File: src/rtl/twi_pkg.sv
package twi_pkg;

  typedef enum logic [2:0] {
    ST_IDLE,
    ST_RECV,
    ST_ACK,
    ST_SEND,
    ST_MACK,
    ST_WAIT
  } twi_state_t;

  typedef enum logic [1:0] {
    PH_DEV,
    PH_REG,
    PH_DATA
  } twi_phase_t;

endpackage

File: src/rtl/twi_sync.sv
module twi_sync #(
  parameter int W      = 2,
  parameter int STAGES = 2
) (
  input  logic         clk,
  input  logic         rst_n,
  input  logic [W-1:0] din,
  output logic [W-1:0] lvl,
  output logic [W-1:0] rise,
  output logic [W-1:0] fall
);

  genvar g;
  generate
    for (g = 0; g < W; g++) begin : g_line
      logic [STAGES:0] sh_q;

      always_ff @(posedge clk or negedge rst_n) begin
        if (!rst_n) sh_q <= '1;
        else        sh_q <= {sh_q[STAGES-1:0], din[g]};
      end

      assign lvl[g]  = sh_q[STAGES-1];
      assign rise[g] = sh_q[STAGES-1] & ~sh_q[STAGES];
      assign fall[g] = ~sh_q[STAGES-1] & sh_q[STAGES];
    end
  endgenerate

endmodule

File: src/rtl/twi_ptr.sv
module twi_ptr #(
  parameter int          AW      = 8,
  parameter int unsigned REG_MAX = 29
) (
  input  logic          clk,
  input  logic          rst_n,
  input  logic          load,
  input  logic [AW-1:0] load_val,
  input  logic          inc,
  output logic [AW-1:0] ptr_o
);

  localparam logic [AW-1:0] MAX_V = AW'(REG_MAX);

  logic [AW-1:0] ptr_q, ptr_d;
  logic          ptr_en;

  always_comb begin
    ptr_en = 1'b0;
    ptr_d  = ptr_q;
    if (load) begin
      ptr_en = 1'b1;
      ptr_d  = load_val;
    end else if (inc && (ptr_q < MAX_V)) begin
      ptr_en = 1'b1;
      ptr_d  = ptr_q + 1'b1;
    end
  end

  always_ff @(posedge clk or negedge rst_n) begin
    if (!rst_n)      ptr_q <= '0;
    else if (ptr_en) ptr_q <= ptr_d;
  end

  assign ptr_o = ptr_q;

  // pointer never exceeds the top register
  a_r6_ptr_cap: assert property (@(posedge clk) disable iff (!rst_n)
    ptr_q <= MAX_V);

  // an increment at the top leaves the pointer in place
  a_r6_ptr_hold: assert property (@(posedge clk) disable iff (!rst_n)
    (inc && !load && ptr_q == MAX_V) |=> ptr_q == MAX_V);

  // only in-range pointer values are ever loaded
  a_r7_load_range: assert property (@(posedge clk) disable iff (!rst_n)
    load |-> load_val <= MAX_V);

endmodule

File: src/rtl/twi_regport.sv
module twi_regport
  import twi_pkg::*;
#(
  parameter int          AW          = 8,
  parameter int          SEL_W       = 2,
  parameter int unsigned DEV_BASE    = 19,
  parameter int unsigned REG_MAX     = 29,
  parameter int          SYNC_STAGES = 2
) (
  input  logic             clk,
  input  logic             rst_n,
  input  logic             scl_i,
  input  logic             sda_i,
  input  logic [SEL_W-1:0] sel_i,
  output logic             sda_pull_o,
  output logic [AW-1:0]    reg_addr_o,
  output logic             reg_wr_o,
  output logic [7:0]       reg_wdata_o,
  output logic             reg_rd_o,
  input  logic [7:0]       reg_rdata_i
);

  localparam int              BASE_W = 7 - SEL_W;
  localparam logic [BASE_W-1:0] BASE_V = BASE_W'(DEV_BASE);
  localparam logic [AW-1:0]   MAX_V  = AW'(REG_MAX);
  localparam int              CW     = 4;
  localparam logic [CW-1:0]   BITS   = CW'(8);

  // reset: asserted asynchronously, released synchronously
  logic [1:0] rs_q;
  logic       rst_ni;

  always_ff @(posedge clk or negedge rst_n) begin
    if (!rst_n) rs_q <= '0;
    else        rs_q <= {rs_q[0], 1'b1};
  end
  assign rst_ni = rs_q[1];

  // line sampling: bit 1 = SCL, bit 0 = SDA
  logic [1:0] ln_lvl, ln_rise, ln_fall;

  twi_sync #(.W(2), .STAGES(SYNC_STAGES)) u_sync (
    .clk   (clk),
    .rst_n (rst_ni),
    .din   ({scl_i, sda_i}),
    .lvl   (ln_lvl),
    .rise  (ln_rise),
    .fall  (ln_fall)
  );

  logic scl_lvl, scl_rise, scl_fall, sda_lvl, start_c, stop_c;
  assign scl_lvl  = ln_lvl[1];
  assign scl_rise = ln_rise[1];
  assign scl_fall = ln_fall[1];
  assign sda_lvl  = ln_lvl[0];
  assign start_c  = scl_lvl & ln_fall[0];
  assign stop_c   = scl_lvl & ln_rise[0];

  // state
  twi_state_t    st_q, st_d;
  twi_phase_t    ph_q, ph_d;
  logic [CW-1:0] cnt_q, cnt_d;
  logic [7:0]    sh_q, sh_d, tx_q, tx_d, wdata_q, wdata_d;
  logic          pull_q, pull_d, dir_q, dir_d, ack_q, ack_d;
  logic          mack_q, mack_d, wr_q, wr_d, rd_q, rd_d;
  logic          ptr_load, mack_inc, load_tx;
  logic          byte_full, reg_ok;
  logic [6:0]    dev_id;

  assign dev_id    = {BASE_V, sel_i};
  assign byte_full = (cnt_q == BITS);
  assign reg_ok    = (AW'(sh_q) <= MAX_V);

  twi_ptr #(.AW(AW), .REG_MAX(REG_MAX)) u_ptr (
    .clk      (clk),
    .rst_n    (rst_ni),
    .load     (ptr_load),
    .load_val (AW'(sh_q)),
    .inc      (wr_q | mack_inc),
    .ptr_o    (reg_addr_o)
  );

  always_comb begin
    st_d     = st_q;
    ph_d     = ph_q;
    cnt_d    = cnt_q;
    sh_d     = sh_q;
    tx_d     = tx_q;
    pull_d   = pull_q;
    dir_d    = dir_q;
    ack_d    = ack_q;
    mack_d   = mack_q;
    wdata_d  = wdata_q;
    wr_d     = 1'b0;
    rd_d     = 1'b0;
    ptr_load = 1'b0;
    mack_inc = 1'b0;
    load_tx  = 1'b0;
    if (start_c) begin
      st_d   = ST_RECV;
      ph_d   = PH_DEV;
      cnt_d  = '0;
      pull_d = 1'b0;
    end else if (stop_c) begin
      st_d   = ST_IDLE;
      pull_d = 1'b0;
    end else begin
      case (st_q)
        ST_RECV: begin
          if (scl_rise && !byte_full) begin
            sh_d  = {sh_q[6:0], sda_lvl};
            cnt_d = cnt_q + 1'b1;
          end else if (scl_fall && byte_full) begin
            cnt_d = '0;
            st_d  = ST_ACK;
            case (ph_q)
              PH_DEV: begin
                ack_d = (sh_q[7:1] == dev_id);
                dir_d = sh_q[0];
              end
              PH_REG: begin
                ack_d    = reg_ok;
                ptr_load = reg_ok;
              end
              default: begin
                ack_d   = 1'b1;
                wr_d    = 1'b1;
                wdata_d = sh_q;
              end
            endcase
            pull_d = ack_d;
          end
        end
        ST_ACK: begin
          if (scl_fall) begin
            pull_d = 1'b0;
            if (!ack_q)                        st_d    = ST_WAIT;
            else if (ph_q == PH_DEV && dir_q)  load_tx = 1'b1;
            else begin
              st_d = ST_RECV;
              ph_d = (ph_q == PH_DEV) ? PH_REG : PH_DATA;
            end
          end
        end
        ST_SEND: begin
          if (scl_fall) begin
            if (cnt_q == CW'(7)) begin
              pull_d = 1'b0;
              cnt_d  = '0;
              st_d   = ST_MACK;
            end else begin
              tx_d   = {tx_q[6:0], 1'b0};
              pull_d = ~tx_q[6];
              cnt_d  = cnt_q + 1'b1;
            end
          end
        end
        ST_MACK: begin
          if (scl_rise) begin
            mack_d   = ~sda_lvl;
            mack_inc = ~sda_lvl;
          end else if (scl_fall) begin
            if (mack_q) load_tx = 1'b1;
            else        st_d    = ST_WAIT;
          end
        end
        default: ;
      endcase
      if (load_tx) begin
        st_d   = ST_SEND;
        tx_d   = reg_rdata_i;
        pull_d = ~reg_rdata_i[7];
        rd_d   = 1'b1;
        cnt_d  = '0;
      end
    end
  end

  always_ff @(posedge clk or negedge rst_ni) begin
    if (!rst_ni) begin
      st_q    <= ST_IDLE;
      ph_q    <= PH_DEV;
      cnt_q   <= '0;
      sh_q    <= '0;
      tx_q    <= '0;
      wdata_q <= '0;
      pull_q  <= 1'b0;
      dir_q   <= 1'b0;
      ack_q   <= 1'b0;
      mack_q  <= 1'b0;
      wr_q    <= 1'b0;
      rd_q    <= 1'b0;
    end else begin
      st_q    <= st_d;
      ph_q    <= ph_d;
      cnt_q   <= cnt_d;
      sh_q    <= sh_d;
      tx_q    <= tx_d;
      wdata_q <= wdata_d;
      pull_q  <= pull_d;
      dir_q   <= dir_d;
      ack_q   <= ack_d;
      mack_q  <= mack_d;
      wr_q    <= wr_d;
      rd_q    <= rd_d;
    end
  end

  assign sda_pull_o  = pull_q;
  assign reg_wr_o    = wr_q;
  assign reg_wdata_o = wdata_q;
  assign reg_rd_o    = rd_q;

  // the pull only moves after SCL was seen low (bus conditions excepted)
  a_r3_pull_on_low: assert property (@(posedge clk) disable iff (!rst_ni)
    (!$stable(sda_pull_o) && !$past(start_c || stop_c)) |-> !$past(scl_lvl));

  // a stop leaves the slave idle and released
  a_r10_stop_idle: assert property (@(posedge clk) disable iff (!rst_ni)
    stop_c |=> (!sda_pull_o && st_q == ST_IDLE));

  // write and read strobes never coincide
  a_r4_strobe_excl: assert property (@(posedge clk) disable iff (!rst_ni)
    !(reg_wr_o && reg_rd_o));

  // a write advances the pointer, saturating at the top
  a_r5_post_inc: assert property (@(posedge clk) disable iff (!rst_ni)
    reg_wr_o |=> (reg_addr_o == $past(reg_addr_o) + 1'b1) ||
                 ($past(reg_addr_o) == MAX_V && reg_addr_o == MAX_V));

  // a master not-acknowledge ends the read with SDA released
  a_r9_nack_ends: assert property (@(posedge clk) disable iff (!rst_ni)
    (st_q == ST_MACK && scl_fall && !mack_q && !start_c && !stop_c)
      |=> (st_q == ST_WAIT && !sda_pull_o));

  // an out-of-range pointer byte is answered with a released line
  a_r7_reg_nack: assert property (@(posedge clk) disable iff (!rst_ni)
    (st_q == ST_RECV && ph_q == PH_REG && scl_fall && byte_full && !reg_ok &&
     !start_c && !stop_c) |=> (!sda_pull_o && st_q == ST_ACK));

  // no pull is ever issued once the slave is waiting for a new start
  a_r2_wait_quiet: assert property (@(posedge clk) disable iff (!rst_ni)
    (st_q == ST_WAIT) |-> !sda_pull_o);

endmodule

File: config.mk
export PLATFORM = sky130hd
export DESIGN_NAME = twi_regport
export DESIGN_NICKNAME = d
export VERILOG_FILES = /design/src/rtl/twi_pkg.sv /design/src/rtl/twi_sync.sv /design/src/rtl/twi_ptr.sv /design/src/rtl/twi_regport.sv
export SDC_FILE = /design/constraint.sdc
export NUM_CORES = 1
export LEC_CHECK = 0
export BUFFER_PORTS_ARGS = -buffer_cell sky130_fd_sc_hd__clkbuf_2
export CORE_AREA = 2 2 72 74
export DETAILED_ROUTE_END_ITERATION = 10
export DIE_AREA = 0 0 74 76
export HOLD_SLACK_MARGIN = 0.12
export PLACE_DENSITY = 0.77
export REMOVE_ABC_BUFFERS = 1
export SKIP_CTS_REPAIR_TIMING = 1
export SYNTH_ARGS = -nofsm -noshare
export SYNTH_HDL_FRONTEND = slang
export SYNTH_HIERARCHICAL = 1
export SYNTH_SLANG_ARGS = --single-unit
File: constraint.sdc
create_clock -name clk -period 2.1 [get_ports clk]
set_input_delay 0 -clock clk [delete_from_list [all_inputs] [get_ports clk]]
set_output_delay 0 -clock clk [all_outputs]
set_load 0.01 [all_outputs]
# Word-level counts from Yosys, hierarchy flattened
# Index checks and enable logic that the tools add are counted.
[totals] regBits=54 inputBits=14 output_inout_bits=19 elab_cells=161
[op_classes] add_sub_neg=2 magnitude_cmp=2 eq_ne=22 mux=75 n_bitwise=17 n_reduce_logical=27
[op_table] operator="5-bit inequality test (second input constant)" count=9
[op_table] operator="3-bit two-way mux" count=13
[op_table] operator="1-bit two-way mux" count=37
[op_table] operator="4-bit two-way mux" count=7
[op_table] operator="7-bit two-way mux" count=4
[op_table] operator="5-bit AND reduction" count=4
[op_table] operator="8-bit two-way mux" count=2
[op_table] operator="2-bit two-way mux" count=7
[op_table] operator="3-bit one-hot mux with 4 select lines" count=1
[op_table] operator="4-bit AND reduction" count=3
[op_table] operator="6-bit AND reduction" count=2
[op_table] operator="2-bit nonzero test" count=6
[op_table] operator="1-bit NOT" count=10
[op_table] operator="10-bit AND reduction" count=1
[op_table] operator="8-bit by 1-bit adder with 8-bit output (second input constant)" count=1
[op_table] operator="8-bit by 5-bit <= comparator with 1-bit output (second input constant)" count=1
[op_table] operator="8-bit by 5-bit less-than comparator with 1-bit output (second input constant)" count=1
[op_table] operator="4-bit one-hot mux with 2 select lines" count=1
[op_table] operator="7-bit == test" count=1
[op_table] operator="7-bit nonzero test" count=1
[op_table] operator="1-bit bitwise AND" count=6
[op_table] operator="3-bit by 2-bit == test with 1-bit output (second input constant)" count=2
[op_table] operator="6-bit inequality test (second input constant)" count=1
[op_table] operator="6-bit nonzero test" count=1
[op_table] operator="other kinds (18)" count=23

# Logic depth before layout (Yosys ltp)
# Gate-level depths: netlist (run 1).
[depth] depth_word=11 mapped_depth=9 ltp_nobuf=8

# Hierarchy
# The synthesis (run 1) kept the hierarchy.
[by_module_without_submodules] mod="twi_regport" n_inst=1 cells_each=186 area_per_inst_um2=2026.9 seq_area_each_um2=1001.0
[by_module_without_submodules] mod="twi_ptr" n_inst=1 cells_each=49 area_per_inst_um2=473.0 seq_area_each_um2=200.2
[by_module_without_submodules] mod="twi_sync" n_inst=1 cells_each=12 area_per_inst_um2=207.7 seq_area_each_um2=157.7

# Worst setup path before layout (run 1)
# Ideal clock, no wire load.
[synth_path] path_type="register -> register" start="register u_sync.g_line[0].sh_q[1]" end="register u_ptr.ptr_q[3], in the netlist u_ptr/ptr_o[3]" setup_ns=0.116 t_arrival_ns=2.392 slack_ns=-0.408 path_stages_with_launch=9 period_less_slack_ns=2.508 path_cell_list="dfstp_2 > and2b_2 > o21ai_1 > nand3_1 > o21bai_1 > or4b_1 > clkbuf_2 > or4_1 > o311ai_0"
[synth_between] elab_cells_between_ends=18 classes_between="9 x mux; 6 x bitwise; 3 x reduce/logical"
[synth_rtl] element="from (decl)" line="twi_sync.sv:16" rtl="logic [STAGES:0] sh_q;"
[synth_rtl] element="from (signal assigned)" line="twi_sync.sv:20" rtl="else sh_q <= {sh_q[STAGES-1:0], din[g]};"
[synth_rtl] element="1-bit NOT *" line="twi_sync.sv:25" rtl="assign fall[g] = ~sh_q[STAGES-1] & sh_q[STAGES];"
[synth_rtl] element="1-bit bitwise AND *" line="twi_sync.sv:25"
[synth_rtl] element="via ln_fall[0]" line="twi_regport.sv:40" rtl="logic [1:0] ln_lvl, ln_rise, ln_fall;"
[synth_rtl] element="1-bit bitwise AND *" line="twi_regport.sv:56" rtl="assign start_c = scl_lvl & ln_fall[0];"
[synth_rtl] element="1-bit two-way mux" line="twi_regport.sv:99" rtl="if (start_c) begin"
[synth_rtl] element="1-bit OR" line="twi_regport.sv:79" rtl=".inc (wr_q | mack_inc),"
[synth_rtl] element="1-bit logical AND" line="twi_ptr.sv:24" rtl="end else if (inc && (ptr_q < MAX_V)) begin"
[synth_rtl] element="1-bit two-way mux" line="twi_ptr.sv:24"
[synth_rtl] element="1-bit two-way mux" line="twi_ptr.sv:21" rtl="if (load) begin"
[synth_rtl] element="2-bit AND reduction (no line)"
[synth_rtl] element="to (signal assigned)" line="twi_ptr.sv:32" rtl="else if (ptr_en) ptr_q <= ptr_d;"
[synth_rtl] element="to (decl)" line="twi_ptr.sv:15" rtl="logic [AW-1:0] ptr_q, ptr_d;"
# Mark *: on every way through the listed nets, which the timed path passes. The rest lies on a longest branch.
# A chain may end at the register's enable or synchronous reset.

# Final worst setup path (run 1)
[layout_path] start="register u_sync.g_line[0].sh_q[1]" end="register u_ptr.ptr_q[1], in the netlist u_ptr/ptr_o[1]"
# Same word-level chain as after synthesis.

==> metrics.cfg, run 1 <==
[outcome]
status = finished with violations
violations = setup timing

[sta]
finalCritPeriodShare_pct = 115.0
finClkSkew_ps = 12.62
timing.final.crit_period_ps = 2416
tightest_slew_ps = 689.4
drv_slew = 0
rsz0062_at_grt = yes
slew_headroom_pct = 53.39
finalHoldViolations = 0
postLayoutSetupSlackWorst_ps = -315.9
fmax_mhz = 413.9
setup_viol = 8

[floorplan]
die-height_um = 76
io_pins = 33
die_x_um = 74
initial_core_util_pct = 55.12
dieArea_um2 = 5624
core_area_um2 = 4912
rows = 26

[pwr]
powerDensity_nw_per_um2 = 729.4
vdd_drop_max_mv = 0.5505
p_leak_nw = 1.781

[final_layout]
nets = 348
finalInstanceArea_um2 = 3592
layout_common_cells = 47 x dfrtp_1, 37 x buf_4, 32 x clkbuf_2
syn2layout_area_growth_pct = 32.67
drive_gt1_share_pct = 42.90
final_common_cell = dfrtp_1
finalNonFillerCells = 401
antennaDiodeCount = 0

[critical_path]
r2r_cells = 7
cp_data_required_time_ps = 2300
worstPathArrival_ps = 2620
r2r_slack_ps = -320
endpoint_kind = register
worstPathCellList = and2b_2 -> o21ai_2 -> nand3_1 -> o21bai_1 -> or4b_4 -> or4b_1 -> o311ai_1
max_stage_delay_ps = 540
crit_fanout = 8
crit_path_top_delay_cell = dfstp_2
start_kind = register
path_class = reg2reg

[synth]
ys_top_cells_by_area = dfrtp_1 44%, mux2_2 8.7%, dfstp_2 5.8%, nand2_1 4.2%, mux2i_1 3.0%
yosys.area.top_type = dfrtp_1
synth_area_um2 = 2708
ys_warn_count = 6
seq_area_frac_synth_pct = 50.18
syn_area_per_cell_um2 = 10.96
async_flop_share_pct = 100.0
synth_ff_type = dfrtp_1
synthDominantCellAreaShare_pct = 44.36
synth_cells = 247
yosys_register_bits = 54
ys_types = 61
synth_edf_count = 0

[grt]
overflow = 0
grt_max_degree = 36
grt_first_pass_wirelength_mm = 9.811
track_usage_pct = 21.91
antenna_found_initial = 0
grt_pass1_vias = 2080

[placement]
pre_cts_slack_ps = -332.2
port_buffers = 32
place_inst = 370
placed_area_um2 = 3143
dp.final_hpwl_mm = 4.250
gp_congestion = 0.8857

[cts]
cts_tree = built
cts_root_buf = clkbuf_8
cts_made_buffers = 5
clock-sinks = 54
clk_path_buf_depth = 2
clk_pin_slew_worst_paths_ps = 100
clk_latency_ps = 310
cts.htree.levels = 2

[detailed_routing]
first_pass_iters = 6
vias = 2373
drc = 0
ant_nets = 0
first_iter_violations = 279
wl_mm = 6.997
wl_per_cell_um = 17.45
viasPerCell = 5.918

[worst_hold_path]
hold_class = reg2async

[run]
maxCapViolCount = 0

[final timing paths]
check | start | endpoint
setup / recovery | u_sync/g_line[0].sh_q[1]$_DFF_PN1_ | u_ptr/ptr_o[1]$_DFFE_PN0P_
hold / removal | rs_q[1]$_DFF_PN0_ | tx_q[1]$_DFFE_PN0P_
setup reg to reg | u_sync/g_line[0].sh_q[1]$_DFF_PN1_ | u_ptr/ptr_o[1]$_DFFE_PN0P_
hold reg to reg | rs_q[1]$_DFF_PN0_ | tx_q[1]$_DFFE_PN0P_
max in group asynchronous | rs_q[1]$_DFF_PN0_ | u_sync/g_line[1].sh_q[2]$_DFF_PN1_
min in group clk | sda_i | u_sync/g_line[0].sh_q[0]$_DFF_PN1_
[cells in the mapped netlist, types with 2 or more instances]
cell type,instances
or4b_1,2
nand2b_1,2
o21ai_0,8
o211ai_1,2
or4_1,3
ha_1,4
nor2b_1,3
buf_4,5
and2b_2,4
mux2i_1,8
o311ai_0,2
and4b_1,3
dfrtp_1,48
nand3b_1,2
nand2_1,30
o21a_1,2
a31oi_1,3
mux2_2,21
o31ai_1,2
nor2_1,8
nand4_1,3
and2_1,2
a21oi_1,5
o21bai_1,2
dfstp_2,6
buf_2,2
o21ai_1,7
buf_6,2
a22o_1,2
xnor2_1,2
nand3_1,12
inv_1,11
[power breakdown]
group          internal [mW]  total [mW]  leakage [nW]  switching, mW
Clock                  0.274       0.621        0.0489          0.348
Combinational          0.363       0.694          1.03          0.332
Sequential              1.17        1.30         0.701          0.132
[metrics by stage]
step	power, mW	setup TNS (ps)	hold WS, ps	util [%]
2_1_floorplan	1.596	-2348	-295.6	-
3_3_place_gp	1.804	-1771	-213.5	63.98
3_5_place_dp	1.834	-2142	-211.6	63.98
4_1_cts	2.452	-2415	-541.6	65.92
5_1_grt	2.759	-2357	259.5	73.13
6_report	2.620	-1370	199.2	73.13
[layer usage]
metal	routed length [um]	global-route usage, %	up-vias
li1	-	-	1082
met3	318	3.704	22
met1	2936	32.75	1167
met5	0	0	-
met4	159	5.636	0
met2	3582	33.13	102
[kinds of logic (layout without fill, tap and decap cells)]
logic type	Yosys count	after routing	share of synthesized area, %
AOI/OAI and AO/OA	52	52	13.63
xor gates and xnor gates	3	3	0.9706
adders and majority gates	4	4	1.849
buffers and inverters	22	105	4.436
DFF	54	54	50.18
muxes	29	29	11.69
other	1	1	0.1385
and+or+nand+nor	82	83	17.10
[final cells by class]
type,count,area (um2)
clock buffers,7,86.33
clock inverters,1,8.758
fillers,347,1320
inverters,11,41.29
multi-input cells,172,1376
flip-flops and latches,54,1360
well taps,70,87.58
repair buffers,86,631.9
[flip-flops by register name, indices dropped and copies added (netlist names), 2 cells and up]
register,count
rs_q,2
tx_q,7
reg_wdata_o,8
sh_q,8
ph_q,2
st_q,3
cnt_q,4
u_sync/g_line.sh_q,6
u_ptr/ptr_o,8
[worst max-delay path: cells and delay by family (launching register included)]
kind | cells | cell delay (ps)
AO/OA/AOI/OAI | 3 | 410
flip-flops | 1 | 540
AND/OR/NAND/NOR | 4 | 1370
Power figures use the tool's default switching activity.
==> run 2: changes to the inputs <==
--- a/config.mk
+++ b/config.mk
@@ -7,9 +7,9 @@
 export LEC_CHECK = 0
 export BUFFER_PORTS_ARGS = -buffer_cell sky130_fd_sc_hd__clkbuf_2
-export CORE_AREA = 2 2 72 74
+export CORE_AREA = 2 2 52 103
 export DETAILED_ROUTE_END_ITERATION = 10
-export DIE_AREA = 0 0 74 76
+export DIE_AREA = 0 0 54 105
 export HOLD_SLACK_MARGIN = 0.12
-export PLACE_DENSITY = 0.77
+export PLACE_DENSITY = 0.76
 export REMOVE_ABC_BUFFERS = 1
 export SKIP_CTS_REPAIR_TIMING = 1
==> constraint.sdc (replaced) <==
create_clock -name clk -period 2.1 [get_ports clk]
set_input_delay 0 -clock clk [delete_from_list [all_inputs] [get_ports clk]]
set_output_delay 0 -clock clk [all_outputs]
set_load 0.1 [all_outputs]
==> metrics.cfg, run 2 (synthesized netlist as in run 1, its figures left out) <==
[critical_path]
r2r_slack_ps = -290
crit_fanout = 7
max_stage_delay_ps = 550
start_kind = register
endpoint_kind = register
cp_data_required_time_ps = 2320
worstPathCellList = and2b_2 -> o21ai_4 -> nand3_2 -> o21bai_1 -> or4b_4 -> or4b_1 -> o311ai_1
worstPathArrival_ps = 2610
crit_path_top_delay_cell = dfstp_2
path_class = reg2reg

[sta]
tightest_slew_ps = 626.8
timing.final.crit_period_ps = 2387
fmax_mhz = 418.9
finClkSkew_ps = 7.579
finalHoldViolations = 0
timing.setup.tns_ps = -1684
rsz0062_at_grt = yes
setup_viol = 14
finalCritPeriodShare_pct = 113.7
slew_headroom_pct = 58.21
drv_slew = 0
postLayoutSetupSlackWorst_ps = -287.1

[pwr]
powerDensity_nw_per_um2 = 763.4
p_leak_nw = 1.728
vdd_drop_max_mv = 0.8332

[final_layout]
finalNonFillerCells = 383
layout_common_cells = 47 x dfrtp_1, 32 x clkbuf_2, 31 x buf_4
syn2layout_area_growth_pct = 29.99
fillers = 355
final_common_cell = dfrtp_1
ff_latch_area_um2 = 1360
antennaDiodeCount = 0
finalInstanceArea_um2 = 3520
multiInputGateArea_um2 = 1330
nets = 343
drive_gt1_share_pct = 40.80

[worst_hold_path]
hold_class = reg2async

[detailed_routing]
viasPerCell = 6.000
met2_length_mm = 3.656
first_iter_violations = 57
vias = 2298
met1_length_mm = 2.439
drc = 0
wl_per_cell_um = 17.37
ant_nets = 0
first_pass_iters = 4
wl_mm = 6.654
top_layer = met4
wl_met3_um = 242

[cts]
cts_root_buf = clkbuf_8
clk_path_buf_depth = 2
cts.htree.levels = 2
cts_made_buffers = 5
cts_tree = built
clock-sinks = 54
clk_latency_ps = 320
clk_pin_slew_worst_paths_ps = 100

[grt]
grt_first_pass_wirelength_mm = 10.18
overflow = 0
antenna_found_initial = 0
track_usage_pct = 24.25
grt_pass1_vias = 2209
grt_max_degree = 29

[placement]
dp.final_hpwl_mm = 4.608
placed_area_um2 = 3099
gp_congestion = 0.8694
pre_cts_slack_ps = -385.4
port_buffers = 32
place_inst = 355

[floorplan]
core_area_um2 = 4865
dieArea_um2 = 5670
die-height_um = 105
io_pins = 33
initial_core_util_pct = 55.66
die_x_um = 54
rows = 36

[outcome]
violations = setup timing
status = finished with violations

[run]
maxCapViolCount = 0

run 2: cell count changes in the layout (fill, tap and decap cells not counted), moves of 2 or more:
| cell | before | now |
|---|---|---|
| buf_6 | 3 | 6 |
| or4_1 | 0 | 2 |
| buf_4 | 37 | 31 |
| o31ai_2 | 0 | 2 |
| or4_4 | 3 | 1 |
run 2: layout make-up:
type                    count  share of cell area, %
clock buffers               5                  1.955
clock inverters             3                  1.351
inverters                  11                  1.173
multi-input cells         171                  37.79
flip-flops and latches     54                  38.64
well taps                  57                  2.026
repair buffers             82                  17.06
run 2: path summary, 6_finish.rpt:
kind	start	endpoint	cells past startpoint
max in group asynchronous	rs_q[1]$_DFF_PN0_	sh_q[5]$_DFFE_PN0P_	1
worst min register to register	rs_q[1]$_DFF_PN0_	tx_q[3]$_DFFE_PN0P_	0
worst min-delay path	rs_q[1]$_DFF_PN0_	tx_q[3]$_DFFE_PN0P_	0
worst max-delay path	u_sync/g_line[0].sh_q[1]$_DFF_PN1_	u_ptr/ptr_o[1]$_DFFE_PN0P_	7
min in group clk	sda_i	u_sync/g_line[0].sh_q[0]$_DFF_PN1_	2
worst max register to register	u_sync/g_line[0].sh_q[1]$_DFF_PN1_	u_ptr/ptr_o[1]$_DFFE_PN0P_	7
run 2: layer usage:
layer	up-vias	track usage, %
met2	71	39.98
met4	0	16.25
met1	1145	26.31
li1	1056	-
met3	26	4.857
met5	-	0
run 2: through the flow:
stage	power, mW	hold WS, ps	utilization [%]
global placement	1.855	-214.3	63.71
detailed placement	1.875	-211.1	63.71
finish	2.687	295.2	72.35
floorplan	1.632	-295.6	-
CTS	2.595	-572.3	66.10
global route	2.811	298.5	72.35
run 2: worst max-delay path, delay by kind of cell, from the launching register on:
kind / cells / cell delay, ps
AO/OA/AOI/OAI: 3 / 380
AND/OR/NAND/NOR: 4 / 1360
flip-flops: 1 / 550
run 2: power breakdown:
part | total [mW] | internal [mW] | switching [mW]
combinational | 0.659 | 0.329 | 0.330
clock | 0.730 | 0.362 | 0.368
sequential | 1.30 | 1.17 | 0.127
total | 2.69 | 1.86 | 0.824
